$ cat config.mk
export PLATFORM = sky130hd
export DESIGN_NAME = optload_trim
export DESIGN_NICKNAME = d
export VERILOG_FILES = /design/src/rtl/optload_pkg.sv /design/src/rtl/optload_seq.sv /design/src/rtl/optload_bank.sv /design/src/rtl/optload_regs.sv /design/src/rtl/optload_trim.sv
export SDC_FILE = /design/constraint.sdc
export NUM_CORES = 1
export LEC_CHECK = 0
export ABC_AREA = 1
export ABC_CLOCK_PERIOD_IN_PS = 1700
export BUFFER_PORTS_ARGS = -buffer_cell sky130_fd_sc_hd__buf_2
export CAP_MARGIN = 20
export CELL_PAD_IN_SITES_DETAIL_PLACEMENT = 1
export CELL_PAD_IN_SITES_GLOBAL_PLACEMENT = 2
export CORE_MARGIN = 2
export CORE_UTILIZATION = 32
export CTS_CLUSTER_DIAMETER = 120
export CTS_CLUSTER_SIZE = 40
export DETAILED_ROUTE_END_ITERATION = 10
export PLACE_DENSITY_LB_ADDON = 0.1
export SYNTH_ARGS = -nofsm -noshare
export SYNTH_HDL_FRONTEND = slang
export SYNTH_SLANG_ARGS = --single-unit
$ cat constraint.sdc
create_clock -name clk -period 1.7 [get_ports clk]
set_input_delay 0.085 -clock clk [delete_from_list [all_inputs] [get_ports clk]]
set_output_delay 0.085 -clock clk [all_outputs]
set_load 0.03 [all_outputs]
$ cat src/rtl/optload_pkg.sv
package optload_pkg;
  typedef enum logic {
    REG_TIDX = 1'b0,
    REG_TVAL = 1'b1
  } treg_e;
endpackage

$ cat src/rtl/optload_seq.sv
module optload_seq #(
  parameter int CNT_W      = 6,
  parameter int NUM_READS  = 43,
  parameter int USER_BYTES = 2,
  parameter int FLASH_AW   = 12
) (
  input  logic                clk,
  input  logic                rst,
  output logic                flash_rd,
  output logic [FLASH_AW-1:0] flash_addr,
  output logic                flash_info,
  output logic                lat_vld,
  output logic [CNT_W-1:0]    lat_idx,
  output logic                done
);
  localparam logic [CNT_W:0]   N_RD     = (CNT_W+1)'(NUM_READS);
  localparam logic [CNT_W:0]   N_USER   = (CNT_W+1)'(USER_BYTES);
  localparam logic [CNT_W-1:0] LAST_IDX = CNT_W'(NUM_READS - 1);

  logic [CNT_W:0] cnt;
  logic           issuing;

  assign issuing    = (cnt < N_RD);
  assign flash_rd   = issuing;
  assign flash_addr = {{(FLASH_AW-CNT_W){1'b0}}, cnt[CNT_W-1:0]};
  assign flash_info = (cnt >= N_USER);

  always_ff @(posedge clk) begin
    if (rst) begin
      cnt     <= '0;
      lat_vld <= 1'b0;
      lat_idx <= '0;
      done    <= 1'b0;
    end else begin
      if (issuing) cnt <= cnt + 1'b1;
      lat_vld <= issuing;
      lat_idx <= cnt[CNT_W-1:0];
      if (lat_vld && lat_idx == LAST_IDX) done <= 1'b1;
    end
  end
endmodule

$ cat src/rtl/optload_bank.sv
module optload_bank #(
  parameter int DATA_W    = 8,
  parameter int CNT_W     = 6,
  parameter int TRIM_BASE = 32,
  parameter int TRIM_NUM  = 32,
  localparam int TIDX_W   = $clog2(TRIM_NUM)
) (
  input  logic                        clk,
  input  logic                        rst,
  input  logic                        ld_we,
  input  logic [CNT_W-1:0]            ld_idx,
  input  logic [DATA_W-1:0]           ld_data,
  input  logic                        sw_we,
  input  logic [TIDX_W-1:0]           sw_idx,
  input  logic [DATA_W-1:0]           sw_data,
  output logic [DATA_W-1:0]           sw_rdata,
  output logic [TRIM_BASE*DATA_W-1:0] cfg_bytes
);
  logic [DATA_W-1:0] trim [TRIM_NUM];

  for (genvar s = 0; s < TRIM_BASE; s++) begin : g_cfg
    logic [DATA_W-1:0] slot_q;
    always_ff @(posedge clk) begin
      if (rst)                                 slot_q <= '0;
      else if (ld_we && ld_idx == CNT_W'(s))   slot_q <= ld_data;
    end
    assign cfg_bytes[s*DATA_W +: DATA_W] = slot_q;
  end

  for (genvar t = 0; t < TRIM_NUM; t++) begin : g_trim
    always_ff @(posedge clk) begin
      if (rst)                                           trim[t] <= '0;
      else if (ld_we && ld_idx == CNT_W'(TRIM_BASE + t)) trim[t] <= ld_data;
      else if (sw_we && sw_idx == TIDX_W'(t))            trim[t] <= sw_data;
    end
  end

  assign sw_rdata = trim[sw_idx];
endmodule

$ cat src/rtl/optload_regs.sv
module optload_regs
  import optload_pkg::*;
#(
  parameter int DATA_W   = 8,
  parameter int TRIM_NUM = 32,
  localparam int TIDX_W  = $clog2(TRIM_NUM)
) (
  input  logic              clk,
  input  logic              rst,
  input  logic              en,
  input  logic              bus_wr,
  input  logic              bus_rd,
  input  logic              bus_sel,
  input  logic [DATA_W-1:0] bus_wdata,
  output logic [DATA_W-1:0] bus_rdata,
  output logic              tr_we,
  output logic [TIDX_W-1:0] tr_idx,
  output logic [DATA_W-1:0] tr_wdata,
  input  logic [DATA_W-1:0] tr_rdata
);
  localparam logic [DATA_W-1:0] IDX_LIMIT = DATA_W'(TRIM_NUM);

  logic              tvalid;
  logic [TIDX_W-1:0] taddr;
  logic              idx_wr;
  logic [DATA_W-1:0] idx_view;

  assign idx_wr   = en && bus_wr && (treg_e'(bus_sel) == REG_TIDX);
  assign tr_we    = en && bus_wr && (treg_e'(bus_sel) == REG_TVAL) && tvalid;
  assign tr_idx   = taddr;
  assign tr_wdata = bus_wdata;

  always_comb begin
    idx_view = '0;
    idx_view[DATA_W-1]   = tvalid;
    idx_view[TIDX_W-1:0] = taddr;
  end

  always_ff @(posedge clk) begin
    if (rst) begin
      tvalid <= 1'b0;
      taddr  <= '0;
    end else if (idx_wr) begin
      if (bus_wdata < IDX_LIMIT) begin
        tvalid <= 1'b1;
        taddr  <= bus_wdata[TIDX_W-1:0];
      end else begin
        tvalid <= 1'b0;
      end
    end
  end

  always_ff @(posedge clk) begin
    if (rst)                                   bus_rdata <= '0;
    else if (bus_rd) begin
      if (!en)                                 bus_rdata <= '0;
      else if (treg_e'(bus_sel) == REG_TIDX)   bus_rdata <= idx_view;
      else                                     bus_rdata <= tvalid ? tr_rdata : '0;
    end
  end
endmodule

$ cat src/rtl/optload_trim.sv
module optload_trim #(
  parameter int DATA_W     = 8,
  parameter int CNT_W      = 6,
  parameter int NUM_READS  = 43,
  parameter int USER_BYTES = 2,
  parameter int TRIM_BASE  = 32,
  parameter int TRIM_NUM   = 32,
  parameter int FLASH_AW   = 12
) (
  input  logic                        clk,
  input  logic                        rst,
  output logic                        flash_rd,
  output logic [FLASH_AW-1:0]         flash_addr,
  output logic                        flash_info,
  input  logic [DATA_W-1:0]           flash_rdata,
  output logic                        load_done,
  output logic                        core_hold,
  output logic [TRIM_BASE*DATA_W-1:0] opt_bytes,
  input  logic                        bus_wr,
  input  logic                        bus_rd,
  input  logic                        bus_sel,
  input  logic [DATA_W-1:0]           bus_wdata,
  output logic [DATA_W-1:0]           bus_rdata
);
  localparam int TIDX_W = $clog2(TRIM_NUM);

  logic              lat_vld;
  logic [CNT_W-1:0]  lat_idx;
  logic              tr_we;
  logic [TIDX_W-1:0] tr_idx;
  logic [DATA_W-1:0] tr_wdata;
  logic [DATA_W-1:0] tr_rdata;

  optload_seq #(
    .CNT_W(CNT_W), .NUM_READS(NUM_READS),
    .USER_BYTES(USER_BYTES), .FLASH_AW(FLASH_AW)
  ) u_seq (
    .clk(clk), .rst(rst),
    .flash_rd(flash_rd), .flash_addr(flash_addr), .flash_info(flash_info),
    .lat_vld(lat_vld), .lat_idx(lat_idx), .done(load_done)
  );

  optload_bank #(
    .DATA_W(DATA_W), .CNT_W(CNT_W),
    .TRIM_BASE(TRIM_BASE), .TRIM_NUM(TRIM_NUM)
  ) u_bank (
    .clk(clk), .rst(rst),
    .ld_we(lat_vld), .ld_idx(lat_idx), .ld_data(flash_rdata),
    .sw_we(tr_we), .sw_idx(tr_idx), .sw_data(tr_wdata),
    .sw_rdata(tr_rdata), .cfg_bytes(opt_bytes)
  );

  optload_regs #(
    .DATA_W(DATA_W), .TRIM_NUM(TRIM_NUM)
  ) u_regs (
    .clk(clk), .rst(rst), .en(load_done),
    .bus_wr(bus_wr), .bus_rd(bus_rd), .bus_sel(bus_sel),
    .bus_wdata(bus_wdata), .bus_rdata(bus_rdata),
    .tr_we(tr_we), .tr_idx(tr_idx), .tr_wdata(tr_wdata), .tr_rdata(tr_rdata)
  );

  assign core_hold = ~load_done;
endmodule

==> flow_metrics.tcl <==
set metrics [dict create \
    outcome "complete, but fails checks" \
    violations "setup timing" \
    htree_levels 1 \
    clk_path_buf_depth 3 \
    vias 21164 \
    end_kind "flop" \
    drc_errors 0 \
    crit_fanout 8 \
    rr_worst_depth 9 \
    drt-pass1-iter-count 5 \
    grt_remaining_overflow 0 \
    multi_input_area_um2 10300 \
    slowest_delay_ps 390 \
    cts_tree "done" \
    portBuffers 294 \
    hp-class "input pin to flop" \
    reg2reg_slack_ps -130 \
    clkTransAtPathRegs_ps 140 \
    synthCells 2506 \
    drt_iter0_markers 1256 \
    holdCritStartpoint "bus_wdata[5]" \
    hpwl_um 64600 \
    n_antenna_cell 0 \
    final_common_cell "nand2_1" \
    synth.distinct_cells 32 \
    fmax_mhz 546 \
    fin_crit_sh_pct 108 \
    stdcell_count 3895 \
    p_per_area_nw_per_um2 730 \
    mostFrequentLayoutCells "305 x nand2_1, 292 x buf_2, 284 x o21ai_0" \
    cp.required_ps 2040 \
    relSlewSlack_pct 64.4 \
    min_to "u_regs.tvalid" \
    layout.nets 2956 \
    grt.total_usage_pct 25.3 \
    period_minus_slack_ps 1830 \
    wire_per_inst_um 25.0 \
    hold_depth 5 \
    grt_pass1_wl_um 142000 \
    cap_viol_max_count 0 \
    dpl.cell_count 3802 \
    grt_antenna_before_repair 4 \
    worstSetupStartpointType "flop" \
    r2r_start "u_seq.lat_idx[4]" \
    peakVddDrop_uv 630 \
    synth_ff_type "dfxtp_1" \
    io_pins 301 \
    routed_wl_um 97500 \
    ys_seq_area_share_pct 59.0 \
    gp_congestion 0.872 \
    path_class "flop to flop" \
    grt_max_degree 78 \
    yosys.area.top_type "edfxtp_1" \
    ant_nets 0 \
    pre_cts_ws_ps -247 \
    p_leak_nw 12.4 \
    async_flop_share_pct 0 \
    cp_cell_sequence "nor3_4 -> clkinvlp_4 -> buf_4 -> nor2_4 -> buf_6 -> nor2_4 -> nand3_4 -> buf_12 -> o22ai_2" \
    cts_sinks 546 \
    rr_endpoint "u_bank.trim[10][6]" \
    finalClockSkew_ps 23.5 \
    tightestPinTransition_ps 535 \
    synth_top_area_share_pct 33.6 \
    root_buffer "clkbuf_16" \
    die_w_um 271 \
    ys_ff_latch 546 \
    fin_hold_ws_ps 34.4 \
    yosys-top-cells-area "edfxtp_1 34%, dfxtp_1 25%, o21ai_0 6.9%, a21oi_1 6.5%, o22ai_1 6.3%" \
    fillers 7961 \
    synth_edf_count 256 \
    worstSkewPairLatency_ps 600 \
    initial_core_util_pct 32.2 \
    arrival_ps 2170 \
    final_max_slew_viol_count 0 \
    cp_common_cell "nor2_4" \
    cts_made_buffers 19 \
    netlist_area_um2 22900 \
    viasPerCell 5.43 \
    drive_above_1_share_pct 36.5 \
    syn_avg_cell_area_um2 9.13 \
    regArea_um2 13500 \
    core_area_um2 71100 \
    finalPower_mw 23.1 \
    yosys_warnings 0 \
    cp_slowest_cell "dfxtp_4" \
    placementRows 98 \
    finalSetupViolCount 207 \
    die_h_um 271 \
    die_area_um2 73600 \
    final_hold_viol_count 0 \
    grt_pass1_vias 21481 \
    rsz0062_at_grt "true" \
    synthToLayoutAreaGrowth_pct 38.1 \
    setup_slack_ps -132 \
]
-- worst max path at each step --
stage                          start            endpoint  slack, ps
global route        u_seq.lat_idx[4]  u_bank.trim[10][6]       -220
CTS                 u_seq.lat_idx[4]  u_bank.trim[10][6]       -140
global placement    u_seq.lat_idx[2]   u_bank.trim[7][3]       -250
finish              u_seq.lat_idx[4]  u_bank.trim[10][6]       -130
floorplan                 u_seq.done  u_bank.trim[18][0]          4
detailed placement  u_seq.lat_idx[2]   u_bank.trim[7][4]       -250
-- cell type report --
cell class | instances | area share (%)
flip-flops and latches | 546 | 42.8
clock buffers | 23 | 1.55
repair buffers | 615 | 17.5
inverters | 84 | 1.18
repair inverters | 1 | 0.0238
multi-input cells | 1666 | 32.7
clock inverters | 10 | 0.368
well taps | 950 | 3.76
-- per-stage QoR --
stage / utilization [%] / TNS [ps] / area (um2)
finish: 44.4 / -9510 / 31600
global route: 44.4 / -39870 / 31600
CTS: 42.3 / -8620 / 30100
detailed placement: 39.0 / -27460 / 27800
global placement: 39.0 / -17220 / 27800
floorplan: - / 0 / 23000
-- repair_timing --
item	CTS	global route
hold buffers	10	0
buffers inserted	15	31
endpoints found under the setup margin	482	627
pin swaps	38	51
gates resized for setup	320	272
endpoints found under the hold margin	33	0
gates cloned	6	8
-- synth_stat cells (2+ instances only) --
master,count
a21oi_1,295
buf_1,11
buf_2,55
buf_4,15
buf_6,2
clkbuf_1,132
clkinv_1,10
dfxtp_1,290
edfxtp_1,256
ha_1,2
inv_1,54
inv_2,20
nand2_1,382
nand3_1,181
nand4_1,2
nor2_1,160
nor2_2,22
nor2_4,9
nor3_1,10
nor3_2,5
nor4_1,2
o211ai_1,15
o21ai_0,315
o21ai_1,21
o221ai_1,2
o22ai_1,232
-- report_power, final --
| part | total (mW) | switching [mW] | internal [mW] |
|---|---|---|---|
| registers | 14.1 | 0.132 | 14.0 |
| logic | 2.18 | 1.56 | 0.620 |
| clock network | 6.76 | 4.50 | 2.26 |
| total | 23.1 | 6.19 | 16.9 |
-- worst max-delay path: cells and delay by family (launching register included) --
kind / cells / cell delay [ps]
simple gates: 4 / 540
flops: 1 / 390
compound gates: 1 / 60
buf+inv: 4 / 600
-- logic make-up after synthesis --
family | count (synthesis) | synth area share, %
AND/OR/NAND/NOR | 778 | 14.7
buffers and inverters | 299 | 5.52
other | 1 | 0.0164
AO/OA/AOI/OAI | 880 | 20.7
flip-flops | 546 | 59.0
adder cells (fa/ha/maj) | 2 | 0.109
-- metal layers --
metal | vias up | track usage (%) | share of wire (%) | wire [um]
met5 | - | 0 | 0.030 | 29
met4 | 6 | 7.19 | 3.1 | 3040
met3 | 146 | 4.91 | 6.4 | 6280
met2 | 593 | 42.2 | 47 | 46100
met1 | 10657 | 33.3 | 43 | 42000
li1 | 9762 | - | - | -
-- state kept, by name (all words and copies together), names as in the netlist, named ones only --
| register | cells |
|---|---|
| u_bank.g_cfg.slot_q | 256 |
| u_seq.lat_idx | 6 |
| u_bank.trim | 256 |
| u_seq.done | 1 |
| u_regs.tr_idx | 5 |
| u_seq.cnt | 7 |
| u_regs.tvalid | 1 |
| u_seq.lat_vld | 1 |
| u_regs.bus_rdata | 8 |
Note: power is estimated with default switching activity, not from simulation.
